===== src/rtl/slot_timer_pkg.sv =====
package slot_timer_pkg;

    localparam int unsigned MINUTES_PER_HOUR = 60;

    typedef struct packed {
        logic [3:0] tens;
        logic [3:0] ones;
    } bcd2_t;

    typedef struct packed {
        bcd2_t mins;
        bcd2_t secs;
    } clock_time_t;

    // Advance a two-digit BCD value that wraps from 59 to 00.
    function automatic bcd2_t bcd_next(input bcd2_t v);
        bcd2_t r;
        if (v.ones == 4'd9) begin
            r.ones = 4'd0;
            r.tens = (v.tens == 4'd5) ? 4'd0 : v.tens + 4'd1;
        end else begin
            r.ones = v.ones + 4'd1;
            r.tens = v.tens;
        end
        return r;
    endfunction

    function automatic logic [6:0] bcd_value(input bcd2_t v);
        return 7'(v.tens) * 7'd10 + 7'(v.ones);
    endfunction

    function automatic logic bcd_is_59(input bcd2_t v);
        return (v.tens == 4'd5) && (v.ones == 4'd9);
    endfunction

    function automatic logic bcd_legal(input bcd2_t v);
        return (v.tens <= 4'd5) && (v.ones <= 4'd9);
    endfunction

endpackage


===== src/rtl/tick_prescaler.sv =====
module tick_prescaler #(
    parameter int unsigned TICKS_PER_SEC = 100000
) (
    input  logic clk,
    input  logic rst,
    input  logic tick_en,
    output logic sec_step,
    output logic pps_o
);
    localparam int unsigned SW = (TICKS_PER_SEC > 1) ? $clog2(TICKS_PER_SEC) : 1;
    localparam logic [SW-1:0] LAST = SW'(TICKS_PER_SEC - 1);

    logic [SW-1:0] sub_q;
    logic          at_last;

    assign at_last  = (sub_q == LAST);
    assign sec_step = tick_en && at_last;

    always_ff @(posedge clk) begin
        if (rst) begin
            sub_q <= '0;
            pps_o <= 1'b0;
        end else begin
            pps_o <= sec_step;
            if (tick_en) begin
                sub_q <= at_last ? '0 : sub_q + 1'b1;
            end
        end
    end

    a_r3_pps_single: assert property (@(posedge clk) disable iff (rst)
        pps_o |=> !pps_o);

    a_r2_sub_range: assert property (@(posedge clk) disable iff (rst)
        sub_q <= LAST);

    a_r2_idle_hold: assert property (@(posedge clk) disable iff (rst)
        !tick_en |=> $stable(sub_q));

endmodule


===== src/rtl/bcd_clock.sv =====
module bcd_clock
    import slot_timer_pkg::*;
#(
    parameter int unsigned SLOT_MINUTES = 5,
    parameter int unsigned IW           = 4
) (
    input  logic              clk,
    input  logic              rst,
    input  logic              sec_step,
    output clock_time_t       time_o,
    output logic              slot_start,
    output logic [IW-1:0]     slot_next_idx
);
    clock_time_t time_q;
    logic [6:0]  min_after;
    logic        sec_wrap;

    assign sec_wrap = bcd_is_59(time_q.secs);

    always_comb begin
        if (bcd_is_59(time_q.mins)) begin
            min_after = 7'd0;
        end else begin
            min_after = bcd_value(time_q.mins) + 7'd1;
        end
    end

    assign slot_start    = sec_step && sec_wrap && ((32'(min_after) % SLOT_MINUTES) == 0);
    assign slot_next_idx = IW'(32'(min_after) / SLOT_MINUTES);

    always_ff @(posedge clk) begin
        if (rst) begin
            time_q <= '0;
        end else if (sec_step) begin
            time_q.secs <= bcd_next(time_q.secs);
            if (sec_wrap) begin
                time_q.mins <= bcd_next(time_q.mins);
            end
        end
    end

    assign time_o = time_q;

    a_r4_sec_legal: assert property (@(posedge clk) disable iff (rst)
        bcd_legal(time_q.secs));

    a_r5_min_legal: assert property (@(posedge clk) disable iff (rst)
        bcd_legal(time_q.mins));

    a_r4_minute_only_on_wrap: assert property (@(posedge clk) disable iff (rst)
        !(sec_step && sec_wrap) |=> $stable(time_q.mins));

endmodule


===== src/rtl/slot_sequencer.sv =====
module slot_sequencer #(
    parameter int unsigned NUM_SLOTS   = 12,
    parameter int unsigned PULSE_TICKS = 100,
    parameter int unsigned IW          = 4
) (
    input  logic                 clk,
    input  logic                 rst,
    input  logic                 tick_en,
    input  logic                 slot_start,
    input  logic [IW-1:0]        slot_next_idx,
    input  logic [NUM_SLOTS-1:0] slot_en,
    output logic [NUM_SLOTS-1:0] slot_n_o,
    output logic                 start_req_n_o
);
    localparam int unsigned CW = $clog2(PULSE_TICKS + 1);

    typedef struct packed {
        logic [IW-1:0] idx;
        logic [CW-1:0] left;
    } pulse_state_t;

    pulse_state_t st_q;
    logic         active;
    logic [NUM_SLOTS-1:0] hit;

    assign active = (st_q.left != '0);

    always_ff @(posedge clk) begin
        if (rst) begin
            st_q <= '0;
        end else if (slot_start) begin
            st_q.idx  <= slot_next_idx;
            st_q.left <= CW'(PULSE_TICKS);
        end else if (tick_en && active) begin
            st_q.left <= st_q.left - 1'b1;
        end
    end

    for (genvar k = 0; k < NUM_SLOTS; k++) begin : g_line
        assign slot_n_o[k] = !(active && (st_q.idx == IW'(k)));
        assign hit[k]      = !slot_n_o[k] && slot_en[k];
    end

    assign start_req_n_o = ~|hit;

    a_r6_one_line_low: assert property (@(posedge clk) disable iff (rst)
        $onehot0(~slot_n_o));

    a_r8_request_needs_line: assert property (@(posedge clk) disable iff (rst)
        !start_req_n_o |-> !(&slot_n_o));

    a_r10_idle_keeps_pulse: assert property (@(posedge clk) disable iff (rst)
        (!tick_en && !slot_start) |=> $stable(st_q.left));

endmodule


===== src/rtl/path_timer.sv =====
module path_timer
    import slot_timer_pkg::*;
#(
    parameter int unsigned TICKS_PER_SEC = 100000,
    parameter int unsigned SLOT_MINUTES  = 5,
    parameter int unsigned PULSE_TICKS   = 100,
    parameter int unsigned NUM_SLOTS     = 12
) (
    input  logic                 clk,
    input  logic                 rst,
    input  logic                 tick_en,
    input  logic [NUM_SLOTS-1:0] slot_en,
    output logic                 pps_o,
    output logic [7:0]           sec_o,
    output logic [7:0]           min_o,
    output logic [NUM_SLOTS-1:0] slot_n_o,
    output logic                 start_req_n_o
);
    localparam int unsigned IW = (NUM_SLOTS > 1) ? $clog2(NUM_SLOTS) : 1;

    logic          sec_step;
    logic          slot_start;
    logic [IW-1:0] slot_next_idx;
    clock_time_t   time_w;

    tick_prescaler #(
        .TICKS_PER_SEC (TICKS_PER_SEC)
    ) u_prescaler (
        .clk      (clk),
        .rst      (rst),
        .tick_en  (tick_en),
        .sec_step (sec_step),
        .pps_o    (pps_o)
    );

    bcd_clock #(
        .SLOT_MINUTES (SLOT_MINUTES),
        .IW           (IW)
    ) u_clock (
        .clk           (clk),
        .rst           (rst),
        .sec_step      (sec_step),
        .time_o        (time_w),
        .slot_start    (slot_start),
        .slot_next_idx (slot_next_idx)
    );

    slot_sequencer #(
        .NUM_SLOTS   (NUM_SLOTS),
        .PULSE_TICKS (PULSE_TICKS),
        .IW          (IW)
    ) u_sequencer (
        .clk           (clk),
        .rst           (rst),
        .tick_en       (tick_en),
        .slot_start    (slot_start),
        .slot_next_idx (slot_next_idx),
        .slot_en       (slot_en),
        .slot_n_o      (slot_n_o),
        .start_req_n_o (start_req_n_o)
    );

    assign sec_o = time_w.secs;
    assign min_o = time_w.mins;

    a_r1_reset_clears: assert property (@(posedge clk)
        rst |=> (!pps_o && (&slot_n_o) && start_req_n_o && (time_w == '0)));

    a_r6_slot_on_boundary: assert property (@(posedge clk) disable iff (rst)
        $fell(&slot_n_o) |-> ((time_w.secs == '0) &&
                              ((32'(bcd_value(time_w.mins)) % SLOT_MINUTES) == 0)));

    a_r3_pps_with_second: assert property (@(posedge clk) disable iff (rst)
        pps_o |-> !$stable(time_w.secs));

endmodule


===== src/rtl/slot_timer_bank.sv =====
module slot_timer_bank #(
    parameter int unsigned NUM_PATHS     = 3,
    parameter int unsigned TICKS_PER_SEC = 100000,
    parameter int unsigned SLOT_MINUTES  = 5,
    parameter int unsigned PULSE_TICKS   = 100,
    localparam int unsigned NUM_SLOTS    = slot_timer_pkg::MINUTES_PER_HOUR / SLOT_MINUTES
) (
    input  logic                           clk,
    input  logic                           rst,
    input  logic                           tick_en,
    input  logic [NUM_PATHS*NUM_SLOTS-1:0] slot_en,
    output logic [NUM_PATHS-1:0]           pps,
    output logic [NUM_PATHS*8-1:0]         sec_bcd,
    output logic [NUM_PATHS*8-1:0]         min_bcd,
    output logic [NUM_PATHS*NUM_SLOTS-1:0] slot_n,
    output logic [NUM_PATHS-1:0]           start_req_n
);

    for (genvar p = 0; p < NUM_PATHS; p++) begin : g_path
        path_timer #(
            .TICKS_PER_SEC (TICKS_PER_SEC),
            .SLOT_MINUTES  (SLOT_MINUTES),
            .PULSE_TICKS   (PULSE_TICKS),
            .NUM_SLOTS     (NUM_SLOTS)
        ) u_path (
            .clk           (clk),
            .rst           (rst),
            .tick_en       (tick_en),
            .slot_en       (slot_en[p*NUM_SLOTS +: NUM_SLOTS]),
            .pps_o         (pps[p]),
            .sec_o         (sec_bcd[p*8 +: 8]),
            .min_o         (min_bcd[p*8 +: 8]),
            .slot_n_o      (slot_n[p*NUM_SLOTS +: NUM_SLOTS]),
            .start_req_n_o (start_req_n[p])
        );
    end

    a_r9_paths_in_step: assert property (@(posedge clk) disable iff (rst)
        (sec_bcd[7:0] == sec_bcd[NUM_PATHS*8-1 -: 8]) &&
        (min_bcd[7:0] == min_bcd[NUM_PATHS*8-1 -: 8]));

endmodule


===== config.mk =====
export PLATFORM = sky130hd
export DESIGN_NAME = slot_timer_bank
export DESIGN_NICKNAME = d
export VERILOG_FILES = /design/src/rtl/slot_timer_pkg.sv /design/src/rtl/tick_prescaler.sv /design/src/rtl/bcd_clock.sv /design/src/rtl/slot_sequencer.sv /design/src/rtl/path_timer.sv /design/src/rtl/slot_timer_bank.sv
export SDC_FILE = /design/constraint.sdc
export NUM_CORES = 1
export LEC_CHECK = 0
export ABC_AREA = 0
export BUFFER_PORTS_ARGS = -buffer_cell sky130_fd_sc_hd__buf_2
export CORE_MARGIN = 2
export CORE_UTILIZATION = 30
export CTS_CLUSTER_SIZE = 40
export DETAILED_ROUTE_END_ITERATION = 10
export GPL_ROUTABILITY_DRIVEN = 1
export PLACE_DENSITY = 0.43
export SLEW_MARGIN = 20
export SYNTH_ARGS = -nofsm -noshare
export SYNTH_HDL_FRONTEND = slang
export SYNTH_HIERARCHICAL = 1
export SYNTH_SLANG_ARGS = --single-unit

===== constraint.sdc =====
create_clock -name clk -period 9.12 [get_ports clk]
set_input_delay 2.28 -clock clk [delete_from_list [all_inputs] [get_ports clk]]
set_output_delay 2.28 -clock clk [all_outputs]
set_load 0.02 [all_outputs]

Word level (Yosys, flattened, before mapping)
Index checks and enable logic that the tools add are counted.

word-level totals
  register bits after elaboration = 135
  input port bits = 39
  logic and storage cells = 288

operators by class
  $add $sub $neg = 24
  multipliers = 3
  divide/modulo/power cells = 6
  equality and inequality tests = 48
  muxes and demuxes = 24
  reductions and logical operators = 156

operators by type and width
  operator                                           count
  divider 7 x 3 -> 32 bit (second input constant)    3
  zero test 32 bit                                   3
  modulo 7 x 3 -> 32 bit (second input constant)     3
  logical AND 1 bit                                  90
  == test 4 x 3 -> 1 bit (second input constant)     18
  == test 4 bit (second input constant)              18
  two-way mux 7 bit                                  9
  adder 17 x 1 -> 17 bit (second input constant)     3
  == test 17 bit (second input constant)             3
  two-way mux 17 bit                                 3
  adder 4 x 1 -> 4 bit (second input constant)       12
  two-way mux 4 bit                                  12
  zero test 1 bit                                    39
  OR reduction 12 bit                                3
  == test 4 x 2 -> 1 bit (second input constant)     6
  adder 7 x 1 -> 7 bit (second input constant)       3
  adder 7 x 4 -> 7 bit                               3
  nonzero test 7 bit                                 3
  subtractor 7 x 1 -> 7 bit (second input constant)  3
  multiplier 4 x 3 -> 6 bit (second input constant)  3
  == test 4 x 1 -> 1 bit (second input constant)     3
  zero test 4 bit                                    3
  AND reduction 2 bit                                6
  AND reduction 3 bit                                3
  other kinds (2)                                    6

Longest topological paths before layout
  depth in word-level cells = 8
  depth in mapped cells = 34
  depth with buffers taken out = 31

Modules after synthesis
Netlist, hierarchy kept.

by module, submodules not included
  module          instances  cells each  area each (um2)
  bcd_clock       3          333         2575.0
  tick_prescaler  3          91          853.3
  slot_sequencer  3          97          748.2

Worst setup path after synthesis
No wires, ideal clock.

  path type = reg2reg
  start = reg g_path[0].u_path.u_clock.time_q, in the netlist g_path[0].u_path/u_clock/time_o[15]
  end = reg g_path[0].u_path/u_sequencer/st_q[10] (netlist bit)
  setup time = 128 ps
  arrival time = 7030 ps
  setup slack = 1962 ps
  cell stages (with the launch flop) = 32
  path buffers = 5
  cells stage by stage = dfxtp_1 -> ha_1 -> ha_1 -> inv_1 -> fa_1 -> buf_4 -> and2b_1 -> a31oi_2 -> o21ai_4 -> inv_1 -> ha_1 -> a31o_1 -> a211oi_1 -> a31oi_1 -> or3_1 -> buf_4 -> or3_1 -> buf_6 -> and2_4 -> a31oi_1 -> ha_1 -> o2111ai_1 -> o21a_1 -> nand3_1 -> buf_6 -> nor4b_1 -> xnor2_1 -> nand4_1 -> a2111oi_2 -> clkbuf_1 -> mux2i_1 -> nor2_1

between the ends
  cells in the longest elaborated chain, start to end = 7

ends and longest elaborated chain
  what                             line                  text
  start, declared                  bcd_clock.sv:14       clock_time_t time_q;
  multiplier 4 x 3 -> 6 bit        slot_timer_pkg.sv:29  return 7'(v.tens) * 7'd10 + 7'(v.ones);
  adder 7 x 4 -> 7 bit             slot_timer_pkg.sv:29
  adder 7 x 1 -> 7 bit             bcd_clock.sv:24       min_after = bcd_value(time_q.mins) + 7'd1;
  two-way mux 7 bit *              bcd_clock.sv:21       if (bcd_is_59(time_q.mins)) begin
  modulo 7 x 3 -> 32 bit *         bcd_clock.sv:28       assign slot_start = sec_step && sec_wrap && ((32'(min_after) % SLOT_MINUTES) == 0);
  zero test 32 bit *               bcd_clock.sv:28
  logical AND 1 bit *              bcd_clock.sv:28
  via g_path[0].u_path.slot_start  path_timer.sv:22      logic slot_start;
  end, declared                    slot_sequencer.sv:22  pulse_state_t st_q;

Mark *: on every way through the listed nets, which the timed path passes. The rest lies on a longest branch.
A chain may end at the register's enable or synchronous reset.

Worst setup path after layout
  start = reg g_path[0].u_path.u_clock.time_q, in the netlist g_path[0].u_path/u_clock/time_o[12]
  end = reg g_path[0].u_path/u_sequencer/st_q[8] (netlist bit)

RTL lines
  what                                   line                  text
  multiplier 4 x 3 -> 6 bit              slot_timer_pkg.sv:29
  adder 7 x 4 -> 7 bit                   slot_timer_pkg.sv:29
  adder 7 x 1 -> 7 bit                   bcd_clock.sv:24
  two-way mux 7 bit *                    bcd_clock.sv:21
  divider 7 x 3 -> 32 bit *              bcd_clock.sv:29       assign slot_next_idx = IW'(32'(min_after) / SLOT_MINUTES);
  via g_path[0].u_path.slot_next_idx[1]  path_timer.sv:23      logic [IW-1:0] slot_next_idx;

Marked as above.

==> impl_metrics.tcl <==
set metrics [dict create \
    status "finished, final reports clean" \
    io_buffers 128 \
    ant_nets 0 \
    hold_depth 2 \
    synth_warnings 6 \
    cts_max_level 4 \
    maxSlewViolCount 0 \
    cts.path.max_buffers 2 \
    design_area_um2 14100 \
    synth_nets 1659 \
    vdd_drop_max_uv 141 \
    synth.distinct_cells 92 \
    clk_latency_ns 0.47 \
    cp_top_family "simple AND/OR/NAND/NOR gates" \
    tns_ns 0 \
    worst_slew_pin_slew_ns 0.836 \
    track_usage_pct 15.6 \
    worstSetupEndpointType "flop" \
    grt_max_degree 61 \
    die-area_um2 43400 \
    fin_crit_ns 8.19 \
    setup_viol 0 \
    dp_hpwl_um 25500 \
    startpoint_type "flop" \
    drive_above_1_share_pct 17.3 \
    start_util_pct 30.5 \
    dp.cells 2173 \
    gp_congestion 0.852 \
    internal-power_uw 1230 \
    clkTransAtPathRegs_ns 0.07 \
    r2r_setup_slack_ns 0.93 \
    drt_first_iter_violations 679 \
    fp.dieH_um 208 \
    synth_cells 1563 \
    mostFrequentLayoutCell "nor2_1" \
    async_reset_ff_share_pct 0 \
    crit_type "reg -> reg" \
    cpPeakStageDelay_ns 0.72 \
    routed_wl_um 33900 \
    yosys_most_used_dff "dfxtp_1" \
    cts_setup_buffers 0 \
    cp.required_ns 9.46 \
    maxCapViolations 0 \
    crit_buf_inv 4 \
    regArea_um2 2700 \
    switching_power_uw 570 \
    clkPwrFrac_pct 40.9 \
    cp_common_cell "ha_1" \
    ys_seq_area_share_pct 21.6 \
    rows 74 \
    ys_ff_latch 135 \
    core_um2 41000 \
    diodes 0 \
    cp.arrival_ns 8.53 \
    timing.final.ws_setup_ns 0.926 \
    nFillCells 4364 \
    power_density_nw_per_um2 127 \
    rsz0062_at_grt "false" \
    preCtsSetupSlack_ns 1.01 \
    slowest_stage "fa_1" \
    r2r-start "g_path[0].u_path/u_clock/time_o[12]" \
    viasPerCell 5.33 \
    dr.pass1.iters 7 \
    final_cell_mix "nor2_1, dfxtp_1, buf_2, nand2_1, a21oi_1" \
    fmax_ghz 0.122 \
    finalHoldViolations 0 \
    postPlaceCellArea_um2 13500 \
    p_seq_share_pct 37.4 \
    grt_pass1_wl_um 56600 \
    hold_class "reg -> reg" \
    syn_to_final_growth_pct 12.7 \
    numClockSinks 135 \
    pin_count 129 \
    rr_endpoint "g_path[0].u_path/u_sequencer/st_q[8]" \
    cts_tree "done" \
    synth.cell_area_um2 12500 \
    first_global_vias 11100 \
    synth_edf_count 0 \
    final_nets 1756 \
    route.vias.total 11800 \
    slew-limit-headroom_pct 43.8 \
    skew_ns 0.00906 \
    ctsHoldBuffers 0 \
    switching_share_pct 31.7 \
    worst_hold_startpoint "g_path[1].u_path/u_prescaler/sub_q[16]" \
    cts_inserted_buffers 17 \
    share_comb_of_total_power_pct 21.7 \
    wl_per_cell_um 15.4 \
    syn_area_per_cell_um2 8.02 \
    multi_input_area_um2 9140 \
    whs_endpoint "g_path[1].u_path/u_prescaler/sub_q[16]" \
    die-width_um 208 \
    finalNonFillerCells 2205 \
    post_cts_resized 0 \
    rr_worst_depth 28 \
    clockRootBuffer "clkbuf_16" \
    fin_crit_sh_pct 89.8 \
    antenna_found_initial 0 \
    overflow 0 \
    crit_fanout 12 \
    p_leak_uw 0.00548 \
    drc 0 \
]
[metrics by stage]
step                utilization [%]  power, µW  hold WS (ns)
global route                   34.4       1920         0.510
global placement               32.9       1080         0.486
detailed placement             32.9       1080         0.488
CTS                            34.4       1830         0.498
finish                         34.4       1800         0.496
floorplan                         -        981         0.466
[logic make-up (layout without fill, tap and decap cells)]
logic type | Yosys count | in the layout | share of synthesized area (%)
buf+inv | 132 | 242 | 5.48
compound gates | 375 | 375 | 23.5
fa+ha+maj | 57 | 57 | 6.05
simple gates | 696 | 696 | 30.9
xor+xnor | 117 | 117 | 8.18
flops | 135 | 135 | 21.6
mux | 51 | 51 | 4.28
[layer usage]
metal  part of all wire [%]  global-route usage, %  vias up
met5                      0                      0        -
met4                    1.2                   4.74        0
met3                    3.6                   3.52       28
met2                     46                   25.3      181
met1                     49                   20.7     5545
li1                       -                      -     5999
[final cells by class]
class	count	share of cell area, %
clock buffers	20	3.31
clock inverters	12	1.09
inverters	72	1.91
multi-input cells	1296	64.7
flip-flops and latches	135	19.1
well taps	532	4.72
repair buffers	138	5.09
[worst min-delay path, cell delays in order, from the launching register on]
cell     delay, ns
dfxtp_1       0.33
o31ai_1       0.08
a21oi_2       0.05
[cells in the mapped netlist, types with 18 or more instances]
cell	count	area, µm²
a21oi_1	72	360
a31oi_1	18	113
and2_1	21	131
buf_6	18	203
clkbuf_1	24	90.1
dfxtp_1	135	2700
ha_1	51	638
inv_1	69	259
mux2i_1	39	390
nand2_1	123	462
nand3_1	60	300
nand4_1	39	244
nor2_1	177	664
nor2b_1	24	150
nor3_1	57	285
nor3b_1	27	203
o211ai_1	21	158
o21ai_0	42	210
o31ai_1	18	135
xnor2_1	57	499
xor2_1	60	526
[power groups by stage]
stage	combinational (µW)	sequential, µW	clock, µW
2_1_floorplan	305	676	0
3_3_place_gp	391	684	0
3_5_place_dp	391	685	0
4_1_cts	395	672	767
5_1_grt	445	679	793
6_report	390	673	735
[registers in the layout, summed over array words and instances, names as in the netlist]
signal and count:
g_path.u_path/u_clock/time_o 48, g_path.u_path/u_prescaler/pps_o 3, g_path.u_path/u_prescaler/sub_q 51, g_path.u_path/u_sequencer/st_q 33
[worst max path at each step]
stage               depth (start not counted)                                    end  slack (ns)                                start
finish                                     28   g_path[0].u_path/u_sequencer/st_q[8]        0.93  g_path[0].u_path/u_clock/time_o[12]
CTS                                        29   g_path[2].u_path/u_sequencer/st_q[8]        0.95  g_path[2].u_path/u_clock/time_o[12]
detailed placement                         29   g_path[2].u_path/u_sequencer/st_q[7]        1.01  g_path[2].u_path/u_clock/time_o[15]
floorplan                                  31  g_path[0].u_path/u_sequencer/st_q[10]        1.96  g_path[0].u_path/u_clock/time_o[15]
global placement                           29   g_path[2].u_path/u_sequencer/st_q[7]        0.92  g_path[2].u_path/u_clock/time_o[12]
global route                               29   g_path[2].u_path/u_sequencer/st_q[8]        0.08  g_path[2].u_path/u_clock/time_o[12]
(Power assumes the default switching activity.)
